### src/rtl/qfifo_pkg.sv
// Package: width helpers shared by the queue modules.
// Assumes: depth arguments are non-negative.
package qfifo_pkg;

    // Bits needed to address DEPTH slots (at least 1).
    function automatic int idx_w(input int depth);
        return (depth <= 2) ? 1 : $clog2(depth);
    endfunction

    // Bits needed to count 0..DEPTH (at least 1).
    function automatic int cnt_w(input int depth);
        return (depth < 1) ? 1 : $clog2(depth + 1);
    endfunction

endpackage

### src/rtl/qfifo_ptr.sv
// Module: modulo slot pointer. Advances by one on step and wraps from
// DEPTH-1 to 0, so any depth uses every slot.
// Assumes: step is only raised while the matching side is allowed to move.
module qfifo_ptr #(
    parameter int DEPTH = 5,
    parameter int PW    = 3
) (
    input  logic          clk,
    input  logic          rst_n,
    input  logic          step,
    output logic [PW-1:0] ptr
);
    localparam int          LAST_I = (DEPTH > 0) ? DEPTH - 1 : 0;
    localparam logic [PW-1:0] LAST = PW'(LAST_I);

    // Advance the pointer with wrap at the last slot.
    always_ff @(posedge clk) begin
        if (!rst_n)
            ptr <= '0;
        else if (step)
            ptr <= (ptr == LAST) ? '0 : ptr + PW'(1);
    end
endmodule

### src/rtl/qfifo_store.sv
// Module: slot storage with one write port and one combinational read port.
// Assumes: addresses stay below DEPTH; with DEPTH 0 the read word is zero.
module qfifo_store #(
    parameter int WIDTH = 8,
    parameter int DEPTH = 5,
    parameter int PW    = 3
) (
    input  logic             clk,
    input  logic             we,
    input  logic [PW-1:0]    waddr,
    input  logic [WIDTH-1:0] wdata,
    input  logic [PW-1:0]    raddr,
    output logic [WIDTH-1:0] rdata
);
    localparam int SLOTS = (DEPTH > 0) ? DEPTH : 1;

    logic [WIDTH-1:0] mem [SLOTS];

    // Store the accepted word in its slot.
    always_ff @(posedge clk) begin
        if (we)
            mem[waddr] <= wdata;
    end

    // Present the slot under the read pointer.
    always_comb begin
        rdata = (DEPTH == 0) ? '0 : mem[raddr];
    end
endmodule

### src/rtl/qfifo_occ.sv
// Module: occupancy counter and the two ready flags derived from it.
// Assumes: inc is never raised when full and dec never when empty.
module qfifo_occ #(
    parameter int DEPTH = 5,
    parameter int CW    = 3
) (
    input  logic          clk,
    input  logic          rst_n,
    input  logic          inc,
    input  logic          dec,
    output logic [CW-1:0] occ,
    output logic          not_empty,
    output logic          not_full
);
    localparam logic [CW-1:0] CAP = CW'(DEPTH);

    // Track the number of stored entries.
    always_ff @(posedge clk) begin
        if (!rst_n)
            occ <= '0;
        else
            occ <= occ + CW'(inc) - CW'(dec);
    end

    // Derive the ready flags from the count.
    always_comb begin
        not_empty = (occ != '0);
        not_full  = (DEPTH > 0) && (occ < CAP);
    end
endmodule

### src/rtl/qfifo_top.sv
// Module: single-clock queue. LOOKAHEAD=1 shows the head word
// combinationally; LOOKAHEAD=0 registers the popped word.
// Assumes: one clock, synchronous active-low reset, any DEPTH >= 0.
module qfifo_top
    import qfifo_pkg::*;
#(
    parameter int WIDTH     = 8,
    parameter int DEPTH     = 5,
    parameter bit LOOKAHEAD = 1'b1
) (
    input  logic                      clk,
    input  logic                      rst_n,
    input  logic [WIDTH-1:0]          w_data,
    input  logic                      w_en,
    output logic                      w_rdy,
    output logic [cnt_w(DEPTH)-1:0]   w_level,
    output logic [WIDTH-1:0]          r_data,
    input  logic                      r_en,
    output logic                      r_rdy,
    output logic [cnt_w(DEPTH)-1:0]   r_level
);
    localparam int PW = idx_w(DEPTH);
    localparam int CW = cnt_w(DEPTH);

    logic          push, pop;
    logic [PW-1:0] wr_ptr, rd_ptr;
    logic [CW-1:0] occ;
    logic [WIDTH-1:0] head;

    // Qualify requests with the ready flags.
    always_comb begin
        push = w_en & w_rdy;
        pop  = r_en & r_rdy;
    end

    qfifo_ptr #(.DEPTH(DEPTH), .PW(PW)) u_wptr (
        .clk(clk), .rst_n(rst_n), .step(push), .ptr(wr_ptr)
    );

    qfifo_ptr #(.DEPTH(DEPTH), .PW(PW)) u_rptr (
        .clk(clk), .rst_n(rst_n), .step(pop), .ptr(rd_ptr)
    );

    qfifo_store #(.WIDTH(WIDTH), .DEPTH(DEPTH), .PW(PW)) u_store (
        .clk(clk), .we(push), .waddr(wr_ptr), .wdata(w_data),
        .raddr(rd_ptr), .rdata(head)
    );

    qfifo_occ #(.DEPTH(DEPTH), .CW(CW)) u_occ (
        .clk(clk), .rst_n(rst_n), .inc(push), .dec(pop),
        .occ(occ), .not_empty(r_rdy), .not_full(w_rdy)
    );

    // Both sides report the same occupancy.
    always_comb begin
        r_level = occ;
        w_level = occ;
    end

    generate
        if (LOOKAHEAD) begin : g_look
            // Head word falls through to the output.
            always_comb r_data = head;
        end else begin : g_reg
            // Capture the popped word on the edge after the read.
            always_ff @(posedge clk) begin
                if (!rst_n)
                    r_data <= '0;
                else if (pop)
                    r_data <= head;
            end
        end
    endgenerate
endmodule

### config.mk
export PLATFORM = sky130hd
export DESIGN_NAME = qfifo_top
export DESIGN_NICKNAME = d
export VERILOG_FILES = /design/src/rtl/qfifo_pkg.sv /design/src/rtl/qfifo_ptr.sv /design/src/rtl/qfifo_store.sv /design/src/rtl/qfifo_occ.sv /design/src/rtl/qfifo_top.sv
export SDC_FILE = /design/constraint.sdc
export NUM_CORES = 1
export LEC_CHECK = 0
export BUFFER_PORTS_ARGS = -buffer_cell sky130_fd_sc_hd__buf_2
export CORE_UTILIZATION = 51
export CTS_CLUSTER_DIAMETER = 60
export DETAILED_ROUTE_END_ITERATION = 8
export GPL_TIMING_DRIVEN = 0
export PLACE_DENSITY = 0.71
export SETUP_SLACK_MARGIN = 0.1
export SYNTH_ARGS = -nofsm -noshare
export SYNTH_HDL_FRONTEND = slang
export SYNTH_HIERARCHICAL = 1
export SYNTH_SLANG_ARGS = --single-unit
export TNS_END_PERCENT = 10
### constraint.sdc
create_clock -name clk -period 2.1 [get_ports clk]
set_input_delay 0.105 -clock clk [delete_from_list [all_inputs] [get_ports clk]]
set_output_delay 0.105 -clock clk [all_outputs]
set_load 0.05 [all_outputs]
Yosys cells after proc, flatten, opt, wreduce, memory -nomap -nowiden. Memory sizes are Yosys's and may differ from the RTL's. A register that Yosys moved wholly into a read port is not among the register bits. Cells that the tools add are included.

Register bits after elaboration: 9. Memory bits (writable): 40. Bits of input ports: 12. Output and inout bits: 16. Word-level logic and storage cells: 20. Memories: 1.

Memories: u_store.mem (depth 5, width 8, read ports 1, clocked after Yosys merged registers in 1, wr ports 1, line qfifo_store.sv:17) `logic [WIDTH-1:0] mem [SLOTS];`.

$add $sub $neg: 4. $lt $le $gt $ge: 1. Equal/unequal tests: 2. Mux-type cells: 6. Bitwise gates (word level): 2. Reductions and logical operators: 1.

Operators by type and width (count): 3-bit 2-to-1 mux (4); 3-bit by 1-bit adder with 3-bit output, second input constant (2); 3-bit equality test, second input constant (2); 3-bit by 1-bit adder with 3-bit output (1); 3-bit less-than comparator, second input constant (1); 3-bit nonzero test (1); 3-bit by 1-bit subtractor with 3-bit output (1); 1-bit bitwise AND (2); 1-bit 2-to-1 mux (2).

Depth between registers and ports, before layout.
Depth in word-level cells: 4. Depth in mapped cells: 8. Mapped depth without buffers: 8.

Hierarchy. The synthesis kept the hierarchy.

Modules (own cells, without submodules): qfifo_store (times used 1, cells each 94, area an instance 1610.3 um^2, sequential area each 1201.2 um^2); qfifo_ptr (times used 2, cells each 17, area an instance 155.1 um^2, sequential area each 60.1 um^2); qfifo_occ (times used 1, cells each 18, area an instance 183.9 um^2, sequential area each 60.1 um^2); qfifo_top (times used 1, cells each 5, area an instance 35.0 um^2, sequential area each 0.0 um^2).

Least setup slack after synthesis. Ideal clock, no wire load.

Path kind: register -> register. Start: register u_occ.occ[1]. End: memory u_store.mem[4][0] (enable). Setup time: 0.385 ns. Arrival time: 3.028 ns. Data required time: 1.715 ns. Path slack: -1.313 ns. Stages on the path, launching flop included: 7. Path buffers: 0. Clock period less this slack: 3.413 ns. Cell sequence: dfxtp_1 -> inv_1 -> ha_1 -> a21oi_1 -> and2_1 -> nand2b_1 -> nor3b_1.

Longest elaborated chain between the ends: 4.

RTL lines: start: declaration (line qfifo_occ.sv:11) `output logic [CW-1:0] occ,`; start signal: assignment (line qfifo_occ.sv:22) `occ <= occ + CW'(inc) - CW'(dec);`; 3-bit less-than comparator (line qfifo_occ.sv:28) `not_full = (DEPTH > 0) && (occ < CAP);`; via w_rdy (line qfifo_top.sv:15) `output logic w_rdy,`; 1-bit bitwise AND (line qfifo_top.sv:32) `push = w_en & w_rdy;`; via push (line qfifo_top.sv:25) `logic push, pop;`; 1-bit 2-to-1 mux (line qfifo_store.sv:21) `if (we)`; 1-bit 2-to-1 mux (implied by the code) (line qfifo_store.sv:22) `mem[waddr] <= wdata;`; end: declaration (line qfifo_store.sv:17).

The timed path passes the listed nets, and every way through them passes these cells.

Final worst setup path.
Start: register u_occ.occ[1]. End: register u_occ.occ[2].

Elaborated cells on any way between the ends: 6. Those cells by class: add/sub: 2; order compare: 1; bitwise: 2; reduce/logical: 1.

RTL lines: 3-bit nonzero test (line qfifo_occ.sv:27) `not_empty = (occ != '0);`; 1-bit bitwise AND (line qfifo_top.sv:33) `pop = r_en & r_rdy;`; via pop (line qfifo_top.sv:25); 3-bit by 1-bit subtractor with 3-bit output (line qfifo_occ.sv:22).

The timed path passes the listed nets, and every way through them passes these cells. A chain may end at the register's enable or synchronous reset.

==> summary.txt <==
Power and ir drop
  • Sw frac: 39.3%
  • Power Density: approximately 1200 nW/um^2
  • IR drop worst, VDD: 901 uV
  • Clk network pwr share: 17.7%
  • P_sw: 1.19 mW
  • Internal power: 1.84 mW
  • Pleak: 0.940 nW
  • Sequential cell fraction of total power: slightly above 40%
  • Combinational share of power: between 40% and 50%
  • Tot Pwr: 3.04 mW

Logic synthesis
  • Synth Net Count: 172
  • Mean post-synth cell area: 14.2 sq um
  • Synth Warn #: 6
  • Synth Register Bits: 49
  • Synth cell types: 27
  • Post-Syn Instances: 151
  • Seq/Total Area, Yosys: 64.6%
  • Mapped Area: 2140 sq um

Route
  • DR vias/cell: 5.33
  • DRT Wirelength: approximately 4000 um
  • M1 wire length: 1690 um
  • Drt wl/cell: ~17 um
  • Vias post-DR: 1273
  • 1st-iter DRT viols: 72
  • # DRC: 0
  • Top sig layer: met4
  • WL met2: 2150 um
  • Post-route ant nets: 0
  • Metal3 WL: 102 um
  • Pre-antenna DRT Iters: 4

Floorplan
  • Die Wd: 66.8 um
  • Io pins: 28
  • Die Y: 66.8 um
  • Initial Utilization: 53.5%
  • Die Area: 4460 sq um
  • Rows: 23
  • Placeable Area: 4000 sq um

Placement
  • Placed insts: 228
  • Port bufs: 27
  • Placed Area: 2450 sq um
  • DP HPWL: approximately 2700 um
  • Routability Congestion: a little over 0.8

STA
  • Fin crit share: 97.3%
  • Final hold vios: 0
  • Slew Viols, Final: 0
  • Post-route setup TNS: 0 ns
  • Clock skew: 0.00284 ns
  • Worst-Margin Slew: 0.751 ns
  • Minimum clock period: 2.04 ns
  • Max_slew headroom: approximately 50%
  • Endpoints failing setup: 0
  • Fmax: about 0.49 GHz
  • RSZ-0062 raised after global routing: true

Hold path
  • Worst Hold Class: primary input to register

Critical path
  • Startpoint Class: register
  • Cell mode on critical path: ha_4
  • Worst path arrival time: 2.24 ns
  • R2R setup slack: 0.06 ns
  • Slowest stage delay, CP: 0.37 ns
  • Critical path peak fanout: 5
  • Cell Chain, Critical Path: or3_4 > and2_4 > ha_4 > inv_2 > ha_4 > fa_2 > xor2_1 > and2_1
  • Crit-path slowest cell: dfxtp_4
  • Critical path endpoint category: register
  • CP Data Required Time: 2.30 ns
  • Worst Setup Path Type: register to register

Final layout
  • N_diodes: 0
  • Final #Nets: 209
  • Design area: between 2000 and 3000 sq um
  • Share of cells above drive strength 1: 37.0%
  • Non-Filler Instances: 239
  • Layout area overhead: 20.1%

Global route
  • All-layer global routing usage: 19.8%
  • First-pass GRT wire length: 6250 um
  • Initial antenna violation count: 0
  • Largest net degree at the start of global routing: 16
  • Grt total ovfl: 0
  • Vias in the first global route: 1276

Flow run
  • Max Cap Viol: 0

Clock network
  • CTS tree: yes
  • Clock slew at reported path FFs: roughly 0.090 ns
  • Worst-Skew Late Latency: 0.29 ns
  • Clock Tree Buf Depth: 2
  • CTS H-tree lvls: 2
  • Clock root buffer: clkbuf_8
  • Cts hold-fix bufs: 0
  • TritonCTS sink count: 49
  • TritonCTS Buffers: 5

Status
  • Outcome: completed
[routing by layer]
metal / up-vias / track usage (%)
met3: 2 / 5.31
met5: - / 0
met4: 0 / 3.99
li1: 627 / -
met1: 627 / 23.8
met2: 17 / 35.5
[cell usage in the layout (no fill, tap or decap), drive strengths merged, types with 3 or more instances in the layout]
cell / Yosys / final
and2b: 4 / 4
and2: 5 / 5
nor2: 3 / 3
nand2: 3 / 3
a211oi: 8 / 8
inv: 16 / 16
a21oi: 3 / 3
a221oi: 8 / 8
mux2i: 8 / 8
dfxtp: 9 / 9
edfxtp: 40 / 40
ha: 8 / 8
nand3: 4 / 4
a21boi: 4 / 4
buf: 7 / 37
clkbuf: 0 / 6
nand2b: 7 / 7
nor2b: 4 / 4
[cell type report]
type / count / area (sq um)
well taps: 50 / 62.6
clock inverters: 2 / 15.0
fillers: 290 / 1430
flip-flops and latches: 49 / 1390
plain buffers: 7 / 63.8
repair buffers: 30 / 158
multi-input cells: 79 / 744
inverters: 16 / 62.6
clock buffers: 6 / 72.6
[final timing paths]
check	start	endpoint	cells after the start
setup / recovery	u_occ/occ[1]$_SDFF_PN0_	u_occ/occ[2]$_SDFF_PN0_	8
hold / removal	w_data[2]	u_store/mem[4][2]$_DFFE_PP_	1
setup reg to reg	u_occ/occ[1]$_SDFF_PN0_	u_occ/occ[2]$_SDFF_PN0_	8
hold reg to reg	u_rptr/ptr[1]$_SDFFE_PN0P_	u_rptr/ptr[1]$_SDFFE_PN0P_	2
[registers in the layout (all words and copies together), names as in the netlist]
name         flops
u_occ/occ        3
u_wptr/ptr       3
u_rptr/ptr       3
u_store/mem     40
[power groups by stage]
stage	Clock (mW)	Combinational, mW	Sequential (mW)
6_report	0.539	1.27	1.23
2_1_floorplan	0	0.901	1.32
5_1_grt	0.591	1.35	1.24
3_5_place_dp	0	1.23	1.26
4_1_cts	0.556	1.26	1.23
3_3_place_gp	0	1.17	1.25
[synthesized netlist by cell type, drive strengths merged]
library cell	number	area share (%)
nor3b	1	0.35
nor2b	4	1.2
and2b	4	1.9
o211ai	2	0.70
buf	7	3.0
or3	1	0.29
and3b	2	0.82
ha	8	4.7
nand2b	7	2.0
dfxtp	9	8.4
fa	1	0.94
and2	5	1.5
xor2	1	0.41
nor2	3	0.53
inv	16	2.8
a211oi	8	3.0
a221oi	8	3.6
edfxtp	40	56
a21oi	3	0.70
nand3	4	0.94
mux2i	8	3.7
nand2	3	0.53
nor3	2	0.47
a21boi	4	1.4
[through the flow]
step / setup slack [ns] / hold WS (ns) / util, %
3_3_place_gp: -0.00122 / 0.327 / 61.2
6_report: 0.0571 / 0.0343 / 64.2
3_5_place_dp: -0.0290 / 0.340 / 61.2
4_1_cts: 0.0235 / 0.0236 / 63.8
2_1_floorplan: -0.181 / 0.204 / -
5_1_grt: 0.0151 / 0.0274 / 64.2
[critical path: cells and delay by family (launching register included)]
family        cells  cell delay, ns
xor+xnor          1            0.16
fa+ha+maj         3            0.72
buf+inv           1            0.03
flops             1            0.37
simple gates      3            0.65
[what timing repair did]
item,4_1_cts,5_1_grt
endpoints found under the setup margin,18,11
buffers inserted,1,2
gates resized for setup,3,0
pin swaps,3,0
[kinds of logic after synthesis]
group / share of synthesized area (%)
AOI/OAI and AO/OA: 9.41
xor gates and xnor gates: 0.409
adders and majority gates: 5.61
buffers and inverters: 5.79
DFF: 64.6
muxes: 3.74
and+or+nand+nor: 10.5
(Power assumes the default switching activity.)
